[src/rtl/sleep_ctrl_pkg.sv]
package sleep_ctrl_pkg;

  localparam int NSRC = 9;
  localparam int MODE_W = 3;

  localparam int SRC_PIN_A = 0;
  localparam int SRC_PIN_B = 1;
  localparam int SRC_PCHG  = 2;
  localparam int SRC_TWI   = 3;
  localparam int SRC_ATMR  = 4;
  localparam int SRC_MEMRD = 5;
  localparam int SRC_ADC   = 6;
  localparam int SRC_WDOG  = 7;
  localparam int SRC_MISC  = 8;

  localparam logic [MODE_W-1:0] M_IDLE  = 3'b000;
  localparam logic [MODE_W-1:0] M_ADCNR = 3'b001;
  localparam logic [MODE_W-1:0] M_PDOWN = 3'b010;
  localparam logic [MODE_W-1:0] M_PSAVE = 3'b011;
  localparam logic [MODE_W-1:0] M_STBY  = 3'b110;
  localparam logic [MODE_W-1:0] M_XSTBY = 3'b111;

  typedef enum logic [1:0] {
    ST_RUN   = 2'd0,
    ST_SLEEP = 2'd1,
    ST_START = 2'd2,
    ST_HALT  = 2'd3
  } seq_st_e;

  typedef struct packed {
    logic cpu;
    logic flash;
    logic io;
    logic adc;
    logic asy;
    logic osc;
  } clk_en_t;

  function automatic logic mode_valid(input logic [MODE_W-1:0] m);
    return (m != 3'b100) && (m != 3'b101);
  endfunction

  function automatic logic mode_deep(input logic [MODE_W-1:0] m);
    return (m == M_PDOWN) || (m == M_PSAVE) || (m == M_STBY) || (m == M_XSTBY);
  endfunction

  function automatic logic mode_osc_off(input logic [MODE_W-1:0] m);
    return (m == M_PDOWN) || (m == M_PSAVE);
  endfunction

  function automatic logic src_allowed(input logic [MODE_W-1:0] m, input int src);
    logic base;
    base = (src == SRC_PIN_A) || (src == SRC_PIN_B) || (src == SRC_PCHG) ||
           (src == SRC_TWI) || (src == SRC_WDOG);
    case (m)
      M_IDLE:           return 1'b1;
      M_ADCNR:          return src != SRC_MISC;
      M_PDOWN, M_STBY:  return base;
      M_PSAVE, M_XSTBY: return base || (src == SRC_ATMR);
      default:          return 1'b0;
    endcase
  endfunction

endpackage

[src/rtl/sleep_wake_qual.sv]
module sleep_wake_qual
  import sleep_ctrl_pkg::*;
(
  input  logic [MODE_W-1:0] mode_i,
  input  logic [NSRC-1:0]   req_i,
  input  logic [NSRC-1:0]   en_i,
  input  logic [1:0]        ext_level_i,
  output logic              wake_o
);

  logic [NSRC-1:0] hit;
  logic            deep;

  assign deep = mode_deep(mode_i);

  for (genvar i = 0; i < NSRC; i++) begin : g_src
    if (i == SRC_PIN_A || i == SRC_PIN_B) begin : g_pin
      // edge-sensed pins cannot wake the deep modes
      assign hit[i] = req_i[i] && en_i[i] && src_allowed(mode_i, i) &&
                      (!deep || ext_level_i[i]);
    end else begin : g_oth
      assign hit[i] = req_i[i] && en_i[i] && src_allowed(mode_i, i);
    end
  end

  assign wake_o = |hit;

endmodule

[src/rtl/sleep_clk_map.sv]
module sleep_clk_map
  import sleep_ctrl_pkg::*;
(
  input  seq_st_e           st_i,
  input  logic [MODE_W-1:0] mode_i,
  output clk_en_t           en_o
);

  clk_en_t asleep;

  always_comb begin
    asleep = '0;
    case (mode_i)
      M_IDLE:  begin asleep.io = 1'b1; asleep.adc = 1'b1; asleep.asy = 1'b1; asleep.osc = 1'b1; end
      M_ADCNR: begin asleep.adc = 1'b1; asleep.asy = 1'b1; asleep.osc = 1'b1; end
      M_PSAVE: asleep.asy = 1'b1;
      M_STBY:  asleep.osc = 1'b1;
      M_XSTBY: begin asleep.asy = 1'b1; asleep.osc = 1'b1; end
      default: asleep = '0;
    endcase
  end

  always_comb begin
    unique case (st_i)
      ST_SLEEP: en_o = asleep;
      ST_START: begin
        en_o     = asleep;
        en_o.osc = 1'b1;
      end
      default:  en_o = '1;
    endcase
  end

endmodule

[src/rtl/sleep_seq.sv]
module sleep_seq
  import sleep_ctrl_pkg::*;
#(
  parameter int HALT_CYC = 4
) (
  input  logic              clk_i,
  input  logic              rst_ni,
  input  logic              stb_i,
  input  logic              sen_i,
  input  logic [MODE_W-1:0] mode_sel_i,
  input  logic              cancel_i,
  input  logic              wake_i,
  input  logic              core_rst_i,
  input  logic              osc_ready_i,
  output seq_st_e           st_o,
  output logic [MODE_W-1:0] mode_o,
  output logic              irq_o,
  output logic              rst_o
);

  localparam int CNT_W = (HALT_CYC > 1) ? $clog2(HALT_CYC) : 1;
  localparam logic [CNT_W-1:0] CNT_LAST = CNT_W'(HALT_CYC - 1);

  seq_st_e           st_q, st_d;
  logic [MODE_W-1:0] mode_q, mode_d;
  logic [CNT_W-1:0]  cnt_q, cnt_d;
  logic              irq_d, rst_d, irq_q, rst_q;

  always_comb begin
    st_d   = st_q;
    mode_d = mode_q;
    cnt_d  = cnt_q;
    irq_d  = 1'b0;
    rst_d  = 1'b0;
    unique case (st_q)
      ST_RUN: begin
        if (stb_i && sen_i && mode_valid(mode_sel_i) && !cancel_i) begin
          st_d   = ST_SLEEP;
          mode_d = mode_sel_i;
        end
      end
      ST_SLEEP: begin
        if (core_rst_i) begin
          st_d  = ST_RUN;
          rst_d = 1'b1;
        end else if (wake_i) begin
          cnt_d = '0;
          st_d  = mode_osc_off(mode_q) ? ST_START : ST_HALT;
        end
      end
      ST_START: begin
        if (core_rst_i) begin
          st_d  = ST_RUN;
          rst_d = 1'b1;
        end else if (osc_ready_i) begin
          cnt_d = '0;
          st_d  = ST_HALT;
        end
      end
      ST_HALT: begin
        if (core_rst_i) begin
          st_d  = ST_RUN;
          rst_d = 1'b1;
        end else if (cnt_q == CNT_LAST) begin
          st_d  = ST_RUN;
          irq_d = 1'b1;
        end else begin
          cnt_d = cnt_q + 1'b1;
        end
      end
      default: st_d = ST_RUN;
    endcase
  end

  always_ff @(posedge clk_i or negedge rst_ni) begin
    if (!rst_ni) begin
      st_q   <= ST_RUN;
      mode_q <= M_IDLE;
      cnt_q  <= '0;
      irq_q  <= 1'b0;
      rst_q  <= 1'b0;
    end else begin
      st_q   <= st_d;
      mode_q <= mode_d;
      cnt_q  <= cnt_d;
      irq_q  <= irq_d;
      rst_q  <= rst_d;
    end
  end

  assign st_o   = st_q;
  assign mode_o = mode_q;
  assign irq_o  = irq_q;
  assign rst_o  = rst_q;

endmodule

[src/rtl/sleep_ctrl.sv]
module sleep_ctrl
  import sleep_ctrl_pkg::*;
#(
  parameter int HALT_CYC = 4
) (
  input  logic        clk_i,
  input  logic        rst_ni,
  input  logic        sleep_en_i,
  input  logic [2:0]  sleep_mode_i,
  input  logic        sleep_stb_i,
  input  logic [8:0]  wake_req_i,
  input  logic [8:0]  wake_en_i,
  input  logic [1:0]  ext_level_i,
  input  logic        core_rst_i,
  input  logic        osc_ready_i,
  output logic        clk_cpu_en_o,
  output logic        clk_flash_en_o,
  output logic        clk_io_en_o,
  output logic        clk_adc_en_o,
  output logic        clk_asy_en_o,
  output logic        osc_en_o,
  output logic        core_halt_o,
  output logic        wake_irq_o,
  output logic        wake_rst_o
);

  seq_st_e           st;
  logic [MODE_W-1:0] mode_q;
  logic              cancel, wake;
  clk_en_t           en;

  // requests against the mode being requested: cancels entry
  sleep_wake_qual u_qual_entry (
    .mode_i      (sleep_mode_i),
    .req_i       (wake_req_i),
    .en_i        (wake_en_i),
    .ext_level_i (ext_level_i),
    .wake_o      (cancel)
  );

  // requests against the mode in force
  sleep_wake_qual u_qual_sleep (
    .mode_i      (mode_q),
    .req_i       (wake_req_i),
    .en_i        (wake_en_i),
    .ext_level_i (ext_level_i),
    .wake_o      (wake)
  );

  sleep_seq #(.HALT_CYC(HALT_CYC)) u_seq (
    .clk_i       (clk_i),
    .rst_ni      (rst_ni),
    .stb_i       (sleep_stb_i),
    .sen_i       (sleep_en_i),
    .mode_sel_i  (sleep_mode_i),
    .cancel_i    (cancel),
    .wake_i      (wake),
    .core_rst_i  (core_rst_i),
    .osc_ready_i (osc_ready_i),
    .st_o        (st),
    .mode_o      (mode_q),
    .irq_o       (wake_irq_o),
    .rst_o       (wake_rst_o)
  );

  sleep_clk_map u_map (
    .st_i   (st),
    .mode_i (mode_q),
    .en_o   (en)
  );

  assign clk_cpu_en_o   = en.cpu;
  assign clk_flash_en_o = en.flash;
  assign clk_io_en_o    = en.io;
  assign clk_adc_en_o   = en.adc;
  assign clk_asy_en_o   = en.asy;
  assign osc_en_o       = en.osc;
  assign core_halt_o    = (st != ST_RUN);

endmodule

[config.mk]
export PLATFORM = sky130hd
export DESIGN_NAME = sleep_ctrl
export DESIGN_NICKNAME = d
export VERILOG_FILES = /design/src/rtl/sleep_ctrl_pkg.sv /design/src/rtl/sleep_wake_qual.sv /design/src/rtl/sleep_clk_map.sv /design/src/rtl/sleep_seq.sv /design/src/rtl/sleep_ctrl.sv
export SDC_FILE = /design/constraint.sdc
export NUM_CORES = 1
export LEC_CHECK = 0
export BUFFER_PORTS_ARGS = -buffer_cell sky130_fd_sc_hd__buf_2
export CORE_MARGIN = 2
export CORE_UTILIZATION = 40
export DETAILED_ROUTE_END_ITERATION = 10
export HOLD_SLACK_MARGIN = 0.05
export PLACE_DENSITY = 0.81
export SLEW_MARGIN = 5
export SYNTH_ARGS = -nofsm -noshare
export SYNTH_HDL_FRONTEND = slang
export SYNTH_SLANG_ARGS = --single-unit
[constraint.sdc]
create_clock -name clk_i -period 1.7 [get_ports clk_i]
set_input_delay 0.34 -clock clk_i [delete_from_list [all_inputs] [get_ports clk_i]]
set_output_delay 0.34 -clock clk_i [all_outputs]
set_load 0.05 [all_outputs]
==> summary.md, run 1 <==
| Metric | Value |
|---|---|
| First-pass GRT wire length | `3460 µm` |
| Initial Util | `42.6%` |
| Synth area leader | `dfrtp_1` |
| Peak supply drop | `0.00197 V` |
| Yosys reg bits | `9` |
| Distinct cells, synth | `34` |
| Slowest-stage cell, CP | `dfrtp_1` |
| Startpoint Class | `flip-flop` |
| Crit share post-route | `114%` |
| Ys flop type | `dfrtp_1` |
| Leakage power | `0.000635 µW` |
| RSZ-0062 raised after global routing | `true` |
| Worst Setup End Kind | `output pin` |
| Gr ovfl total | `0` |
| DIE AREA | `2220 µm²` |
| DRT Wirelength | `2130 µm` |
| Layout cells sized above 1 | `59.7%` |
| Number of CTS-inserted buffers | `3` |
| Required time of the critical path | `1.36 ns` |
| Fin worst setup slack | `-0.232 ns` |
| # H-tree levels | `1` |
| Clock-pin slew on the worst setup and hold paths | `0.06 ns` |
| Arr. time, crit path | `1.59 ns` |
| Via count of the routed design | `826` |
| Ys async rst share | `100%` |
| Commonest cells after routing, fill and taps aside | `buf_2 (31), buf_4 (18), dfrtp_1 (9), inv_1 (6), buf_6 (6)` |
| Total power | `2620 µW` |
| Syn_area_per_cell | `9.29 µm²` |
| Outcome | `finished, violations left` |
| Rel. slew slack | `79.4%` |
| Final hold vios | `0` |
| Vias in the first global route | `865` |
| Simple logic cell fraction of the synthesized area | `22.2%` |
| Yosys warning count | `0` |
| Pwr Density | `2040 nW/µm²` |
| Synth area leaders | `dfrtp_1 (30%), ha_1 (10%), inv_1 (4.5%), mux2_2 (4.5%), nor2b_1 (4.2%)` |
| Mapped Area | `743 µm²` |
| Reg-to-reg setup timing slack | `-0.18 ns` |
| CTS Buffer Depth | `2` |
| Fmax | `0.517 GHz` |
| Top cell type's share of synthesized area | `30.3%` |
| Clock Skew | `0.00739 ns` |
| Die Width | `47.1 µm` |
| Mapped Cells | `80` |
| EDFF count, synth | `0` |
| Placer Congestion | `0.807` |
| Synthesized Nets | `115` |
| Vias/cell | `5.04` |
| Final setup viols | `7` |
| CTS tree | `built` |
| Layout Nets | `175` |
| Core ar. | `1750 µm²` |
| Largest family of logic cells by synthesized area | `simple AND/OR/NAND/NOR gates` |
| Post-Synth XOR/XNOR Area | `0%` |
| Post-synthesis sequential area ratio | `30.3%` |
| Critical Path Fanout Max | `3` |
| Antenna violations before repair | `0` |
| Min Tclk post-route | `1.93 ns` |
| ANT nets after route | `0` |
| Antenna cells | `0` |
| Commonest non-fill, non-tap cell in the layout | `buf_2` |
| Area Growth Syn to Fin | `72.4%` |
| CP Class | `flip-flop to output pin` |
| Fill cells | `140` |
| Multiplexer area fraction after synthesis | `11.3%` |
| GRT Total Usage | `21.9%` |
| Failing checks | `setup timing` |
| Initial DRC count | `5` |
| Detailed-route DRC error count | `0` |
| Num ports | `38` |
| Largest net degree at the start of global routing | `10` |
| Max Cap Violations | `0` |
| Root Driver | `clkbuf_4` |
| Final Max Tran Viols | `0` |
| # rows | `15` |
| WL/cell | `13.0 µm` |
| Port Buffer Count | `37` |
| CTS Sinks | `9` |
| Area fraction in compound gates after synthesis | `19.9%` |
| Die outline height | `47.1 µm` |
| Post-Synth Adder-Cell Area | `10.1%` |
| Clock latency on the worst-skew pair | `0.25 ns` |
| Crit path cell chain | `buf_4 -> ha_4 -> buf_4 -> a311o_2 -> buf_6` |
| Hpwl dp | `1760 µm` |
| Hold WC Path Type | `primary input to flip-flop` |
| Cell mode on critical path | `buf_4` |
| Tightest Pin Transition | `0.309 ns` |
| DR pass1 iterations | `4` |
| Max incr delay on CP | `0.41 ns` |
| Finished Core Util | `73.4%` |
through the flow:
stage / hold slack [ns] / area (µm²) / setup WS, ns / setup TNS [ns] / instances
3_3_place_gp: 0.189 / 1120 / -0.198 / -1.21 / 154
3_5_place_dp: 0.196 / 1120 / -0.242 / -1.66 / 154
2_1_floorplan: 0.0444 / 821 / -0.385 / -0.998 / 80
4_1_cts: 0.344 / 1250 / -0.237 / -1.07 / 163
5_1_grt: 0.352 / 1280 / -0.291 / -1.86 / 164
6_report: 0.346 / 1280 / -0.232 / -1.03 / 164
per-layer routing:
| layer | GRT usage, % | routed length, µm |
|---|---|---|
| met5 | 0 | 0 |
| met4 | 8.89 | 28 |
| met3 | 1.92 | 54 |
| met2 | 41.9 | 1190 |
| met1 | 24.5 | 865 |
power by group:
part	leakage [µW]	total [µW]	switching (µW)	internal (µW)
sequential	0.000118	363	78.2	284
clock	0.0000150	156	65.7	89.9
combinational	0.000502	2100	1140	964
total	0.000635	2620	1280	1340
cells in the mapped netlist (2+ instances only):
cell	instances
mux2_2	3
inv_1	9
nor2_1	6
ha_1	6
nand2_1	4
nor2b_1	5
a21oi_1	3
nor3_1	2
mux2_4	2
mux2i_1	2
dfrtp_1	9
nand3b_1	2
a31oi_1	2
o2111ai_1	2
o21ai_0	2
nand2b_1	3
final timing paths:
kind,cells after the start,startpoint,endpoint
worst min register to register,2,u_seq.cnt_q[1],u_seq.cnt_q[1]
min in group asynchronous,2,rst_ni,u_seq.st_o[0]
max in group asynchronous,2,rst_ni,u_seq.mode_o[0]
worst max-delay path,5,u_seq.st_o[0],osc_en_o
worst min-delay path,2,sleep_mode_i[2],u_seq.mode_o[2]
worst max register to register,8,u_seq.st_o[1],u_seq.cnt_q[0]
sequential cells by signal, indices dropped and copies added, names as in the netlist:
register / cells
u_seq.rst_o: 1
u_seq.mode_o: 3
u_seq.cnt_q: 2
u_seq.irq_o: 1
u_seq.st_o: 2
critical path: cells and delay by family, from the launching register on:
family | cells | cell delay [ns]
buffers and inverters | 3 | 0.45
AOI/OAI and AO/OA | 1 | 0.31
DFF | 1 | 0.41
adders and majority gates | 1 | 0.17
cells by family (layout without fill, tap and decap cells):
family | after synthesis | count (layout)
adder cells (fa/ha/maj) | 6 | 6
AND/OR/NAND/NOR | 28 | 28
multiplexers | 7 | 7
flip-flops | 9 | 9
AO/OA/AOI/OAI | 19 | 19
buffers and inverters | 11 | 70
cell type report:
class,count,area (µm²),share of cell area (%)
sequential,9,225,17.6
tap,25,31.3,2.44
clock buffer,4,26.3,2.05
multi-input combinational,60,582,45.4
timing repair buffer,57,383,29.9
inverter,9,33.8,2.64
repair_timing:
| item | 4_1_cts | 5_1_grt |
|---|---|---|
| gates resized for setup | 16 | 4 |
| buffers inserted | 4 | 1 |
| endpoints found under the setup margin | 10 | 13 |
| hold endpoints to repair | 9 | 0 |
| hold buffers | 1 | 0 |
| pin swaps | 7 | 4 |
| gates cloned | 0 | 0 |
Note: power is estimated with default switching activity, not from simulation.
==> run 2, diff against run 1 <==
Settings changed: REMOVE_ABC_BUFFERS set to 1.
==> summary.md, run 2 (synthesized netlist as in run 1, its figures left out) <==
| Metric | Value |
|---|---|
| Port Buffer Count | `37 (unchanged)` |
| Clock Skew | `0.00185 ns (was 0.00739 ns)` |
| Fmax | `0.509 GHz (was 0.517 GHz)` |
| GRT Total Usage | `21.2% (was 21.9%)` |
| CTS Sinks | `9 (unchanged)` |
| Placer Congestion | `0.819 (was 0.807)` |
| Core ar. | `1750 µm² (unchanged)` |
| Final Max Tran Viols | `0 (unchanged)` |
| RSZ-0062 raised after global routing | `true (unchanged)` |
| CTS Buffer Depth | `2 (unchanged)` |
| Num ports | `38 (unchanged)` |
| Antenna violations before repair | `0 (unchanged)` |
| ANT nets after route | `0 (unchanged)` |
| Root Driver | `clkbuf_4 (unchanged)` |
| Pwr Density | `2090 nW/µm² (was 2040 nW/µm²)` |
| Hold WC Path Type | `primary input to flip-flop (unchanged)` |
| Crit share post-route | `115% (was 114%)` |
| Detailed-route DRC error count | `0 (unchanged)` |
| Commonest non-fill, non-tap cell in the layout | `buf_2 (unchanged)` |
| Arr. time, crit path | `1.62 ns (was 1.59 ns)` |
| Clock-pin slew on the worst setup and hold paths | `0.06 ns (about the same)` |
| Post-route cell area | `1340 µm² (was 1280 µm²)` |
| Number of CTS-inserted buffers | `3 (unchanged)` |
| Final hold vios | `0 (unchanged)` |
| Max Cap Violations | `0 (unchanged)` |
| Commonest cells after routing, fill and taps aside | `buf_2 (30), buf_4 (20), buf_6 (9), dfrtp_1 (8) (was buf_2 (31), buf_4 (18), dfrtp_1 (9), inv_1 (6), buf_6 (6))` |
| CTS tree | `built (unchanged)` |
| Critical Path Fanout Max | `3 (unchanged)` |
| Gr ovfl total | `0 (unchanged)` |
| # H-tree levels | `1 (unchanged)` |
| Antenna cells | `0 (unchanged)` |
| Leakage power | `0.000656 µW (was 0.000635 µW)` |
| Startpoint Class | `flip-flop (unchanged)` |
| Final setup viols | `8 (was 7)` |
| Vias/cell | `5.20 (was 5.04)` |
| DR pass1 iterations | `5 (was 4)` |
| Placed Area | `1040 µm² (was 1120 µm²)` |
| Worst Setup End Kind | `output pin (unchanged)` |
| Area Growth Syn to Fin | `79.6% (was 72.4%)` |
| # rows | `15 (unchanged)` |
| Clock latency on the worst-skew pair | `0.26 ns (was 0.25 ns)` |
| DRT Wirelength | `2390 µm (was 2130 µm)` |
| Outcome | `finished, violations left (unchanged)` |
| Fin worst setup slack | `-0.263 ns (was -0.232 ns)` |
| Via count of the routed design | `874 (was 826)` |
| Fill cells | `121 (was 140)` |
| Tightest Pin Transition | `0.400 ns (was 0.309 ns)` |
| Layout cells sized above 1 | `62.2% (was 59.7%)` |
| Hpwl dp | `1530 µm (was 1760 µm)` |
| First-pass GRT wire length | `3310 µm (was 3460 µm)` |
| Vias in the first global route | `808 (was 865)` |
| Initial Util | `42.6% (unchanged)` |
| Min Tclk post-route | `1.96 ns (was 1.93 ns)` |
| Total power | `2800 µW (was 2620 µW)` |
| Layout Nets | `179 (was 175)` |
| Max FFs per register | `3 (unchanged)` |
| Die Width | `47.1 µm (unchanged)` |
| Peak supply drop | `0.00161 V (was 0.00197 V)` |
| Die outline height | `47.1 µm (unchanged)` |
| Failing checks | `setup timing (unchanged)` |
| WL/cell | `14.2 µm (was 13.0 µm)` |
| Rel. slew slack | `73.3% (was 79.4%)` |
| Initial DRC count | `12 (was 5)` |
| Largest net degree at the start of global routing | `10 (unchanged)` |
| DIE AREA | `2220 µm² (unchanged)` |
| CP Class | `flip-flop to output pin (unchanged)` |
| Required time of the critical path | `1.36 ns (about the same)` |
## run 2: changes by cell type in the layout (fill, tap and decap cells not counted), moves of 2 or more
cell     before  now
buf_6         6    9
buf_4        18   20
inv_4         0    2
o21ai_2       2    0
o21ai_4       0    2
## run 2: cell type report
class	count	area, µm²	share of cell area (%)
multi-input combinational	60	584	43.8
inverter	9	38.8	2.91
sequential	9	226	17.0
clock inverter	1	5.00	0.375
clock buffer	3	22.5	1.69
tap	25	31.3	2.34
timing repair buffer	61	427	32.0
## run 2: critical path: stages, from the launching register on
cell and delay (ns):
dfrtp_1 0.40, buf_6 0.14, ha_4 0.17, buf_4 0.13, a311o_1 0.35, buf_6 0.17
## run 2: per-layer routing
| metal | wire length (µm) | track usage, % |
|---|---|---|
| met5 | 0 | 0 |
| met4 | 36 | 3.33 |
| met3 | 166 | 5.77 |
| met2 | 1320 | 40.3 |
| met1 | 873 | 23.8 |
## run 2: through the flow
step	TNS, ns	utilization, %	worst slack, ns	instances	hold WS, ns
after global placement	-1.66	59.9	-0.261	153	0.192
final	-1.22	76.5	-0.263	168	0.328
after global routing	-1.93	76.5	-0.310	168	0.329
after CTS	-1.07	66.9	-0.236	161	0.319
after floorplan	-3.93	-	-1.89	78	0.0444
after detailed placement	-2.08	59.9	-0.326	153	0.199
## run 2: final timing paths
| check | from | end | slack, ns | depth (start not counted) |
|---|---|---|---|---|
| hold / removal | sleep_mode_i[2] | u_seq.mode_o[2] | 0.33 | 2 |
| hold reg to reg | u_seq.cnt_q[1] | u_seq.cnt_q[1] | 0.54 | 2 |
| min in group asynchronous | rst_ni | u_seq.st_o[1] | 0.46 | 2 |
| setup reg to reg | u_seq.st_o[1] | u_seq.cnt_q[0] | -0.18 | 9 |
| max in group asynchronous | rst_ni | u_seq.st_o[0] | 1.06 | 2 |
| setup / recovery | u_seq.st_o[1] | osc_en_o | -0.26 | 5 |
## run 2: report_power, final
| group | switching, µW | leakage [µW] | internal [µW] |
|---|---|---|---|
| clock | 79.8 | 0.0000177 | 87.0 |
| sequential | 84.8 | 0.000117 | 286 |
| combinational | 1210 | 0.000521 | 1050 |
| total | 1380 | 0.000656 | 1420 |
## run 2: timing repair
action,4_1_cts,5_1_grt
pin swaps,8,7
hold buffers,1,0
cloned,0,0
hold endpoints to repair,9,0
buffers inserted,3,7
endpoints found under the setup margin,13,13
gates resized for setup,18,32
==> run 3, diff against run 2 <==
Settings changed: CTS_BUF_LIST set to sky130_fd_sc_hd__clkbuf_16, SLEW_MARGIN 5 to not set.
==> summary.md, run 3 (synthesized netlist as in run 1, its figures left out) <==
| Metric | Value |
|---|---|
| DIE AREA | `2220 µm² (unchanged)` |
| Detailed-route DRC error count | `0 (unchanged)` |
| Fill cells | `124 (was 121)` |
| Die Width | `47.1 µm (unchanged)` |
| Placer Congestion | `0.819 (unchanged)` |
| Hpwl dp | `1530 µm (unchanged)` |
| Via count of the routed design | `857 (was 874)` |
| # rows | `15 (unchanged)` |
| Fmax | `0.525 GHz (was 0.509 GHz)` |
| Hold path startpoint | `sleep_mode_i[2] (unchanged)` |
| Tightest Pin Transition | `0.402 ns (was 0.400 ns)` |
| Clock latency on the worst-skew pair | `0.24 ns (was 0.26 ns)` |
| Commonest cells after routing, fill and taps aside | `buf_2 (32), buf_4 (19), dfrtp_1 (8), buf_6 (7) (was buf_2 (30), buf_4 (20), buf_6 (9), dfrtp_1 (8))` |
| Layout Nets | `178 (was 179)` |
| Clock Skew | `0.00132 ns (was 0.00185 ns)` |
| Peak supply drop | `0.00176 V (was 0.00161 V)` |
| Post-route cell area | `1340 µm² (about the same)` |
| Commonest non-fill, non-tap cell in the layout | `buf_2 (unchanged)` |
| # H-tree levels | `1 (unchanged)` |
| Rel. slew slack | `73.2% (was 73.3%)` |
| Cell mode on critical path | `inv_2 (was buf_6)` |
| Antenna violations before repair | `0 (unchanged)` |
| Die outline height | `47.1 µm (unchanged)` |
| CTS Buffer Depth | `2 (unchanged)` |
| GRT Total Usage | `23.3% (was 21.2%)` |
| DR pass1 iterations | `4 (was 5)` |
| Final hold vios | `0 (unchanged)` |
| Placed Cells | `153 (unchanged)` |
| CP Class | `flip-flop to output pin (unchanged)` |
| Vias/cell | `5.13 (was 5.20)` |
| DRT Wirelength | `2290 µm (was 2390 µm)` |
| First-pass GRT wire length | `3530 µm (was 3310 µm)` |
| CTS tree | `built (unchanged)` |
| Arr. time, crit path | `1.56 ns (was 1.62 ns)` |
| Fin worst setup slack | `-0.204 ns (was -0.263 ns)` |
| Hold Path Cell Cnt | `2 (unchanged)` |
| Initial Util | `42.6% (unchanged)` |
| Antenna cells | `0 (unchanged)` |
| RSZ-0062 raised after global routing | `true (unchanged)` |
| Critical Path Fanout Max | `3 (unchanged)` |
| Gr ovfl total | `0 (unchanged)` |
| Layout cells sized above 1 | `62.0% (was 62.2%)` |
| Clock-pin slew on the worst setup and hold paths | `0.04 ns (was 0.06 ns)` |
| Multi-input combinational cell area | `559 µm² (was 584 µm²)` |
| Crit path cell chain | `inv_2 -> ha_4 -> inv_2 -> a311o_1 -> buf_6 (was buf_6 -> ha_4 -> buf_4 -> a311o_1 -> buf_6)` |
| Final Max Tran Viols | `0 (unchanged)` |
| Crit share post-route | `112% (was 115%)` |
| CTS Sinks | `9 (unchanged)` |
| Max FFs per register | `3 (unchanged)` |
| Finished Layout Cells | `167 (was 168)` |
| Max incr delay on CP | `0.40 ns (about the same)` |
| Port Buffer Count | `37 (unchanged)` |
| Required time of the critical path | `1.36 ns (about the same)` |
| Initial DRC count | `7 (was 12)` |
| Root Driver | `clkbuf_16 (was clkbuf_4)` |
| Num ports | `38 (unchanged)` |
| Worst reg2reg path endpoint | `u_seq.cnt_q[0] (unchanged)` |
| Outcome | `finished, violations left (unchanged)` |
| Vias in the first global route | `867 (was 808)` |
| Placed Area | `1040 µm² (unchanged)` |
| Largest net degree at the start of global routing | `10 (unchanged)` |
| Reg2reg start | `u_seq.st_o[0] (was u_seq.st_o[1])` |
| Slowest-stage cell, CP | `dfrtp_1 (unchanged)` |
| Min Tclk post-route | `1.90 ns (was 1.96 ns)` |
| ANT nets after route | `0 (unchanged)` |
| Final setup viols | `8 (unchanged)` |
| Core ar. | `1750 µm² (unchanged)` |
| Worst Setup End Kind | `output pin (unchanged)` |
| Hold endpoint | `u_seq.mode_o[2] (unchanged)` |
| Sequential Area | `226 µm² (unchanged)` |
| Max Cap Violations | `0 (unchanged)` |
| Failing checks | `setup timing (unchanged)` |
| Pwr Density | `2160 nW/µm² (was 2090 nW/µm²)` |
| Hold WC Path Type | `primary input to flip-flop (unchanged)` |
| Number of CTS-inserted buffers | `3 (unchanged)` |
| Startpoint Class | `flip-flop (unchanged)` |
| Leakage power | `0.000664 µW (was 0.000656 µW)` |
| WHS | `0.360 ns (was 0.328 ns)` |
| Area Growth Syn to Fin | `80.3% (was 79.6%)` |
| Total power | `2890 µW (was 2800 µW)` |
| R2r worst-path depth | `7 (was 9)` |
| WL/cell | `13.7 µm (was 14.2 µm)` |
| Reg-to-reg setup timing slack | `-0.16 ns (was -0.18 ns)` |
-- run 3: cell count changes in the layout (fill, tap and decap cells not counted), moves of 2 or more --
| cell | change |
|---|---|
| o21ai_4 | -2 |
| clkbuf_4 | -3 |
| buf_6 | -2 |
| buf_2 | +2 |
| clkbuf_16 | +3 |
| o21ai_2 | +2 |
-- run 3: worst max-delay path, delay by kind of cell (launching register included) --
family | cells | cell delay (ns)
flip-flops | 1 | 0.40
AO/OA/AOI/OAI | 1 | 0.32
buffers and inverters | 3 | 0.30
adder cells (fa/ha/maj) | 1 | 0.31
-- run 3: what timing repair did --
action,4_1_cts,5_1_grt
setup endpoints to repair,13,13
hold buffers,1,0
resized for setup,28,13
endpoints found under the hold margin,9,0
pin swaps,12,4
buffers inserted,7,3
-- run 3: through the flow --
step | TNS, ns | util [%] | setup WS (ns)
after global routing | -1.89 | 76.8 | -0.294
after detailed placement | -2.08 | 59.9 | -0.326
after CTS | -0.860 | 73.4 | -0.197
after floorplan | -3.93 | - | -1.89
after global placement | -1.66 | 59.9 | -0.261
final | -1.07 | 76.8 | -0.204
-- run 3: area by class of cell --
cell class,instances,area share [%]
sequential,9,16.9
clock inverter,1,0.373
inverter,9,2.71
timing repair buffer,60,30.3
tap,25,2.33
clock buffer,3,5.60
multi-input combinational,60,41.7
-- run 3: routing by layer --
metal | wire, µm | global-route usage (%) | share of wire [%]
met3 | 170 | 6.15 | 7.4
met1 | 856 | 24.2 | 37
met5 | 0 | 0 | 0
met2 | 1190 | 41.6 | 52
met4 | 74 | 13.9 | 3.2
-- run 3: how the worst max path moves through the flow --
| stage | cells past startpoint | end | slack, ns | from |
|---|---|---|---|---|
| finish | 5 | osc_en_o | -0.20 | u_seq.st_o[0] |
| CTS | 6 | clk_io_en_o | -0.20 | u_seq.st_o[0] |
| floorplan | 5 | clk_io_en_o | -1.89 | u_seq.st_o[1] |
| global route | 6 | clk_io_en_o | -0.29 | u_seq.st_o[0] |
| detailed placement | 6 | u_seq.mode_o[2] | -0.33 | wake_req_i[2] |
| global placement | 6 | u_seq.mode_o[0] | -0.26 | wake_req_i[2] |
-- run 3: power breakdown --
group / switching [µW] / internal (µW)
registers: 82.0 / 286
logic: 1150 / 950
clock network: 108 / 310
